[config.mk]
export PLATFORM = sky130hd
export DESIGN_NAME = int_entry_seq
export DESIGN_NICKNAME = d
export VERILOG_FILES = /design/src/rtl/int_entry_seq.sv
export SDC_FILE = /design/constraint.sdc
export NUM_CORES = 1
export LEC_CHECK = 0
export ABC_AREA = 1
export CELL_PAD_IN_SITES_DETAIL_PLACEMENT = 1
export CELL_PAD_IN_SITES_GLOBAL_PLACEMENT = 1
export CORE_UTILIZATION = 36
export DETAILED_ROUTE_END_ITERATION = 8
export GPL_TIMING_DRIVEN = 1
export HOLD_SLACK_MARGIN = 0.1
export PLACE_DENSITY = 0.83
export SLEW_MARGIN = 20
export SYNTH_ARGS = -nofsm -noshare
export SYNTH_HDL_FRONTEND = slang
export SYNTH_SLANG_ARGS = --single-unit
[constraint.sdc]
create_clock -name clk -period 3.45 [get_ports clk]
set_input_delay 0.5175 -clock clk [delete_from_list [all_inputs] [get_ports clk]]
set_output_delay 0.5175 -clock clk [all_outputs]
set_load 0.005 [all_outputs]
[src/rtl/int_entry_seq.sv]
module int_entry_seq #(
  parameter int TF_BIT = 8,
  parameter int IF_BIT = 9,
  parameter int OF_BIT = 11
) (
  input  logic        clk,
  input  logic        rst_n,
  input  logic        boundary,
  input  logic        iret_req,
  input  logic        div_err,
  input  logic        swi_req,
  input  logic [7:0]  swi_vec,
  input  logic        into_op,
  input  logic        nmi_req,
  input  logic        intr_req,
  input  logic [7:0]  intr_vec,
  input  logic [15:0] cur_cs,
  input  logic [15:0] cur_ip,
  input  logic [15:0] cur_sp,
  input  logic [15:0] cur_ss,
  input  logic [15:0] cur_flags,
  output logic [19:0] mem_addr,
  output logic [15:0] mem_wdata,
  output logic        mem_we,
  output logic        mem_re,
  input  logic [15:0] mem_rdata,
  output logic        busy,
  output logic        done,
  output logic        done_ret,
  output logic [7:0]  done_vec,
  output logic [15:0] new_cs,
  output logic [15:0] new_ip,
  output logic [15:0] new_sp,
  output logic [15:0] new_flags
);
  localparam logic [7:0] VEC_DIV  = 8'd0;
  localparam logic [7:0] VEC_STEP = 8'd1;
  localparam logic [7:0] VEC_NMI  = 8'd2;
  localparam logic [7:0] VEC_OVF  = 8'd4;
  localparam logic [15:0] CLR_MASK = ~((16'd1 << TF_BIT) | (16'd1 << IF_BIT));

  typedef enum logic [3:0] {
    S_IDLE, S_PSH_F, S_PSH_C, S_PSH_I, S_VEC_I, S_VEC_C, S_ENT_END,
    S_POP_I, S_POP_C, S_POP_F, S_RET_END
  } st_t;

  st_t         st;
  logic [7:0]  vec_r;
  logic [15:0] cs_r, ip_r, sp_r, ss_r, fl_r;
  logic        armed;

  wire exc_hit  = div_err | swi_req | (into_op & cur_flags[OF_BIT]);
  wire mask_hit = intr_req & cur_flags[IF_BIT];
  wire take     = exc_hit | nmi_req | mask_hit | armed;
  wire idle     = (st == S_IDLE);

  logic [7:0] sel_vec;
  always_comb begin
    if (div_err)       sel_vec = VEC_DIV;
    else if (swi_req)  sel_vec = swi_vec;
    else if (exc_hit)  sel_vec = VEC_OVF;
    else if (nmi_req)  sel_vec = VEC_NMI;
    else if (mask_hit) sel_vec = intr_vec;
    else               sel_vec = VEC_STEP;
  end

  wire [15:0] sp_dec   = sp_r - 16'd2;
  wire [19:0] seg_base = {ss_r, 4'h0};
  wire        pushing  = (st == S_PSH_F) | (st == S_PSH_C) | (st == S_PSH_I);
  wire        popping  = (st == S_POP_I) | (st == S_POP_C) | (st == S_POP_F);

  assign mem_we = pushing;
  assign mem_re = popping | (st == S_VEC_I) | (st == S_VEC_C);
  assign busy   = !idle;

  always_comb begin
    if (pushing)               mem_addr = seg_base + {4'h0, sp_dec};
    else if (popping)          mem_addr = seg_base + {4'h0, sp_r};
    else if (st == S_VEC_C)    mem_addr = {10'd0, vec_r, 2'b10};
    else                       mem_addr = {10'd0, vec_r, 2'b00};
    case (st)
      S_PSH_F: mem_wdata = fl_r;
      S_PSH_C: mem_wdata = cs_r;
      default: mem_wdata = ip_r;
    endcase
  end

  always_ff @(posedge clk or negedge rst_n) begin
    if (!rst_n) begin
      st <= S_IDLE; vec_r <= '0; armed <= 1'b0;
      cs_r <= '0; ip_r <= '0; sp_r <= '0; ss_r <= '0; fl_r <= '0;
      done <= 1'b0; done_ret <= 1'b0; done_vec <= '0;
      new_cs <= '0; new_ip <= '0; new_sp <= '0; new_flags <= '0;
    end else begin
      done <= 1'b0;
      done_ret <= 1'b0;
      case (st)
        S_IDLE: begin
          if (iret_req) begin
            st <= S_POP_I; sp_r <= cur_sp; ss_r <= cur_ss;
          end else if (boundary) begin
            armed <= take ? 1'b0 : cur_flags[TF_BIT];
            if (take) begin
              st <= S_PSH_F; vec_r <= sel_vec;
              cs_r <= cur_cs; ip_r <= cur_ip; sp_r <= cur_sp;
              ss_r <= cur_ss; fl_r <= cur_flags;
            end
          end
        end
        S_PSH_F: begin st <= S_PSH_C; sp_r <= sp_dec; end
        S_PSH_C: begin st <= S_PSH_I; sp_r <= sp_dec; end
        S_PSH_I: begin st <= S_VEC_I; sp_r <= sp_dec; end
        S_VEC_I: st <= S_VEC_C;
        S_VEC_C: begin st <= S_ENT_END; ip_r <= mem_rdata; end
        S_ENT_END: begin
          st <= S_IDLE; done <= 1'b1; done_vec <= vec_r;
          new_ip <= ip_r; new_cs <= mem_rdata; new_sp <= sp_r;
          new_flags <= fl_r & CLR_MASK;
        end
        S_POP_I: begin st <= S_POP_C; sp_r <= sp_r + 16'd2; end
        S_POP_C: begin st <= S_POP_F; sp_r <= sp_r + 16'd2; ip_r <= mem_rdata; end
        S_POP_F: begin st <= S_RET_END; sp_r <= sp_r + 16'd2; cs_r <= mem_rdata; end
        S_RET_END: begin
          st <= S_IDLE; done <= 1'b1; done_ret <= 1'b1;
          new_ip <= ip_r; new_cs <= cs_r; new_sp <= sp_r;
          new_flags <= mem_rdata; armed <= mem_rdata[TF_BIT];
        end
        default: st <= S_IDLE;
      endcase
    end
  end
endmodule

==> impl_metrics.ini, run 1 <==
[synth]
netlist.area_leader.share_pct = 41.2
synth.area.top_cells = dfrtp_1 (41%), nand2_1 (17%), nand3_1 (5.2%)
synth.largest_area_cell = dfrtp_1
syn_inst = 1404
yosys_register_bits = 167
synth_edf_count = 0
netlist_area_um2 = 10100
synth_cell_types = 37
yosys_warnings = 0
seq_area_frac_synth_pct = 41.2
syn-num-nets = 1554
syn_avg_cell_area_um2 = 7.23
synth_flop_cell = dfrtp_1
synthArstFlopShare_pct = 100
synth.most_common_cell = nand2_1
synth_common_cells = nand2_1 (473), dfrtp_1 (167), inv_1 (130)

[timing]
tightest_slew_ns = 0.780
fin_ws_ns = -0.143
period_share_pct = 104
fin_skew_ns = 0.0161
max_freq_ghz = 0.278
relSlewSlack_pct = 47.9
period_needed_ns = 3.59
setup_viol = 4
finalHoldViolations = 0
maxSlewViolCount = 0
rsz0062_at_grt = true

[critical_path]
path_max_fanout = 5
path_class = flop to output pin
required_ns = 2.93
cp.arrival_ns = 3.08
cp-end-kind = output pin
startpoint_type = flop

[detailed_routing]
drt-vias-per-instance = 5.44
drtPass1Iterations = 4
wire_per_inst_um = 21.0
wl_um = 43300
drtIter0Drc = 907
drc = 0
vias = 11235
detail-route-antenna-nets = 0

[clock_tree]
clk_pin_slew_ns = 0.07
cts.sinks = 167
clk_path_buf_depth = 2
htree_levels = 4
cts_tree = done
cts_buffers = 17
worstSkewPairLatency_ns = 0.45
root_buffer = clkbuf_16

[global_routing]
grt_overflow = 0
grt_pass1_wl_um = 63500
grtUsageTotal_pct = 29.0
antenna_found_initial = 4
grt_start_max_net_pins = 85
first_global_vias = 11460

[final_layout]
fin_nets = 1821
area_delta_synth_final_pct = 42.2
final_cells = 2064
final_cell_area_um2 = 14400
drive_gt1_share_pct = 15.2

[placement]
placed_area_um2 = 13000
pre_cts_ws_ns = -0.122
place_inst = 1995
dpl.hpwl_um = 30100
gp_congestion = 0.960
io_buffers = 233

[floorplan]
initial_core_util_pct = 36.5
die_x_um = 170
die_h_um = 170
rows = 61
die_area_um2 = 28900
pin_count = 234
core_area_um2 = 27800

[power_and_ir_drop]
peakVddDrop_uv = 492
power.leakage_nw = 6.77
seq_power_share_pct = 23.6
p_per_area_nw_per_um2 = 1140
pwr-share-clk_pct = 12.3
power_mw = 16.4
switching_share_pct = 48.7
internal_power_mw = 8.40
comb_power_share_pct = 64.1
p_switching_mw = 7.99

[worst_hold_path]
hold_path_class = flop to flop

[run]
drv_cap = 0

[outcome]
violations = setup timing
outcome = finished, violations left
## cell usage in the layout (no fill, tap or decap), types with 6 or more instances in the layout
master	instances
nand4_1	10
nor2_2	10
ha_1	15
clkdlybuf4s50_1	219
nand3_2	6
nor2_1	96
buf_4	68
clkbuf_16	17
a21oi_1	42
nor2_4	17
dfrtp_1	158
nand3_1	96
o21ai_1	32
a31oi_1	33
dlygate4sd2_1	6
mux2_1	16
inv_1	118
o211ai_1	22
dfrtp_2	9
nand2_1	446
o21ai_0	73
and2_4	6
inv_2	23
ha_4	12
mux2i_1	20
a21oi_2	8
nand2_2	30
## power by group through the flow
stage	sequential, mW	clock (mW)	combinational [mW]
floorplan	3.53	0	4.96
global placement	3.74	0	8.74
detailed placement	3.79	0	9.02
CTS	3.81	2.02	9.72
global route	3.98	2.10	11.3
finish	3.88	2.02	10.5
## kinds of logic (layout without fill, tap and decap cells)
group	Yosys count	after routing	synth area share, %
AND/OR/NAND/NOR	744	744	30.6
AO/OA/AOI/OAI	221	221	12.1
XOR/XNOR	6	6	0.518
other	0	2	0
adder cells (fa/ha/maj)	29	29	3.72
flip-flops	167	167	41.2
multiplexers	37	37	3.86
buffers and inverters	200	480	8.00
## final timing paths
| check | start | to | slack [ns] | depth (start not counted) |
|---|---|---|---|---|
| max | sp_r[4] | mem_addr[10] | -0.14 | 14 |
| min | done_vec[6] | done_vec[6] | 0.49 | 2 |
| max reg2reg | st[1] | new_sp[1] | 0.74 | 7 |
| min reg2reg | done_vec[6] | done_vec[6] | 0.49 | 2 |
| max in group asynchronous | rst_n | new_ip[6] | 1.89 | 3 |
| min in group asynchronous | rst_n | ss_r[13] | 0.63 | 2 |
## worst max-delay path: stages (launching register included)
cell and delay (ns):
dfrtp_2 0.48, nor2_4 0.16, inv_2 0.07, nor2_4 0.11, buf_6 0.15, xor2_4 0.24, ha_4 0.26, nand3_2 0.10
nand3_4 0.10, nand2_2 0.09, nand2_2 0.09, a21oi_2 0.13, o21ai_1 0.07, nand2_1 0.09, clkdlybuf4s50_1 0.50
## through the flow
stage,util (%),TNS (ns),hold WS (ns)
6_report,51.9,-0.341,0.492
5_1_grt,51.9,-1.19,0.512
4_1_cts,50.7,-0.473,0.494
3_5_place_dp,46.7,-0.748,0.476
3_3_place_gp,46.7,-0.202,0.467
2_1_floorplan,-,0,0.222
## cell type report
cell class	instances	area, um^2
clock buffer	17	425
multi-input combinational	1037	5710
antenna	2	5.00
inverter	142	537
timing repair buffer	306	2890
tap	378	473
clock inverter	15	194
sequential	167	4190
fill	3414	13400
## flip-flops by register name (all words and copies together) (netlist names), 4 cells and up
| name | count |
|---|---|
| sp_r | 16 |
| new_cs | 16 |
| cs_r | 16 |
| new_sp | 16 |
| st | 4 |
| fl_r | 16 |
| ip_r | 16 |
| done_vec | 8 |
| new_ip | 16 |
| vec_r | 8 |
| new_flags | 16 |
| ss_r | 16 |
## layer usage
metal,vias to the layer above,track usage (%),part of all wire (%)
met5,-,0,0.062
met4,4,13.9,4.5
met3,114,5.98,6.2
met2,433,47.1,48
met1,5592,36.7,42
li1,5092,-,-
## timing repair
item,CTS,global route
endpoints found under the setup margin,15,16
pin swaps,20,23
resized for setup,106,55
buffers inserted,17,17
hold buffers,1,0
hold endpoints to repair,29,0
Power figures use the tool's default switching activity.
==> run 2, diff against run 1 <==
--- a/config.mk
+++ b/config.mk
@@ -12,6 +12,7 @@
 export DETAILED_ROUTE_END_ITERATION = 8
 export GPL_TIMING_DRIVEN = 1
 export HOLD_SLACK_MARGIN = 0.1
+export MAX_ROUTING_LAYER = met4
 export PLACE_DENSITY = 0.83
 export SLEW_MARGIN = 20
 export SYNTH_ARGS = -nofsm -noshare
==> run 2 against run 1 <==
  * The flow still finishes with violations (setup timing)
  * Final cell count rose by 0.24%
  * Critical path depth rose by 4
  * Register-to-register slack lost 0.08 ns
  * Sequential share of layout area is 0.22 points lower
==> impl_metrics.ini, run 2 (synthesis results as in run 1) <==
[critical_path]
rrSetupSlack_ns = 0.66
max_stage_delay_ns = 0.46
path_cells = nor2_2, inv_1, nor2_1, buf_4, buf_12, xor2_4, ha_4, a21oi_4, nand2_4, nand2_2, nand2_2, buf_6, nand2_4, nand2_1, nand2_1, nand3_2, nand2_1, clkbuf_2
path_class = flop to output pin
path_max_fanout = 6
crit-reg2reg-capture = new_cs[3]
cp-end-kind = output pin
path_depth = 18
crit_path_end = mem_addr[19]
crit_top_cell = nand2_1
cp.arrival_ns = 2.97
startpoint_type = flop
path_delay_family = simple AND/OR/NAND/NOR gates
r2r_cells = 8
cp_num_buf_inv = 5
r2r-start = st[1]
required_ns = 2.93
cp-startpoint = sp_r[5]
slowest_stage = dfrtp_1

[floorplan]
die_area_um2 = 28900
pin_count = 234
die_x_um = 170
core_area_um2 = 27800
initial_core_util_pct = 36.5
rows = 61
die_h_um = 170

[detailed_routing]
drtPass1Iterations = 6
wire_per_inst_um = 21.0
drt-vias-per-instance = 5.36
vias = 11089
drtIter0Drc = 787
drc = 0
detail-route-antenna-nets = 0
wl_um = 43400

[clock_tree]
worstSkewPairLatency_ns = 0.45
root_buffer = clkbuf_16
cts.sinks = 167
cts_buffers = 17
htree_levels = 4
clk_pin_slew_ns = 0.08
clk_path_buf_depth = 2
cts_tree = done

[global_routing]
first_global_vias = 11589
grt_overflow = 0
grtUsageTotal_pct = 30.5
grt_pass1_wl_um = 65100
grt_start_max_net_pins = 62
antenna_found_initial = 0

[final_layout]
n_fill_cell = 3414
final_cells = 2069
final_common_cell = nand2_1
final_cell_mix = nand2_1 (442), clkdlybuf4s50_1 (217), dfrtp_1 (163)
drive_gt1_share_pct = 15.6
final_cell_area_um2 = 14500
final_util_pct = 52.3
area_delta_synth_final_pct = 43.1
fin_nets = 1826

[timing]
max_freq_ghz = 0.287
period_share_pct = 101
fin_skew_ns = 0.0152
maxSlewViolCount = 0
tightest_slew_ns = 0.793
finalSetupTns_ns = -0.0834
whs_ns = 0.497
rsz0062_at_grt = true
relSlewSlack_pct = 47.0
fin_ws_ns = -0.0347
finalHoldViolations = 0
setup_viol = 3
period_needed_ns = 3.48

[placement]
dpl.hpwl_um = 31300
io_buffers = 233
gp_congestion = 0.916
pre_cts_ws_ns = -0.143
place_inst = 2010
placed_area_um2 = 13100

[run]
drv_cap = 0

[power_and_ir_drop]
power_mw = 16.6
p_per_area_nw_per_um2 = 1140
power.leakage_nw = 6.87
peakVddDrop_uv = 631

[outcome]
violations = setup timing
outcome = finished, violations left

[worst_hold_path]
hold_path_class = flop to flop
run 2: cell count changes in the layout (fill, tap and decap cells not counted), sizes merged:
cell / before / now
buf: 74 / 80
bufinv: 0 / 1
clkbuf: 19 / 23
clkdlybuf4s15: 1 / 2
clkdlybuf4s50: 219 / 217
clkinv: 7 / 6
dlygate4sd2: 6 / 2
run 2: layout make-up:
cell class | count | area [um^2] | share of cell area (%)
Antenna cell | 2 | 5.00 | 0.0345
Clock buffer | 17 | 425 | 2.93
Clock inverter | 15 | 223 | 1.53
Inverter | 142 | 539 | 3.71
Multi-Input combinational cell | 1037 | 5710 | 39.3
Sequential cell | 167 | 4180 | 28.8
Tap cell | 378 | 473 | 3.26
Timing Repair Buffer | 311 | 2960 | 20.4
run 2: report_power, final:
part / leakage, nW / internal [mW] / switching [mW] / total (mW)
Clock: 0.311 / 1.07 / 1.04 / 2.11
Combinational: 4.55 / 4.51 / 6.11 / 10.6
Sequential: 2.01 / 2.94 / 0.914 / 3.85
run 2: worst min-delay path by stage:
stage                 from  slack, ns  cells after the start     endpoint
2_1_floorplan        rst_n       0.22                      0        armed
3_3_place_gp   done_vec[1]       0.47                      2  done_vec[1]
3_5_place_dp       sp_r[0]       0.47                      2      sp_r[0]
4_1_cts            sp_r[0]       0.49                      2      sp_r[0]
5_1_grt         new_ip[12]       0.52                      1   new_ip[12]
6_report         new_ip[8]       0.50                      1    new_ip[8]
run 2: routing by layer:
| metal | routed length [um] | global-route usage [%] | vias to the layer above |
|---|---|---|---|
| met5 | 0 | - | - |
| met2 | 20900 | 48.6 | 380 |
| met3 | 2360 | 5.12 | 72 |
| met1 | 18900 | 39.1 | 5543 |
| li1 | - | - | 5094 |
| met4 | 1150 | 10.7 | 0 |
run 2: repair_timing:
action,4_1_cts,5_1_grt
hold buffers,1,0
gates resized for setup,85,93
buffers inserted,11,13
pin swaps,20,34
endpoints found under the hold margin,56,0
setup endpoints to repair,15,17
cloned,0,0
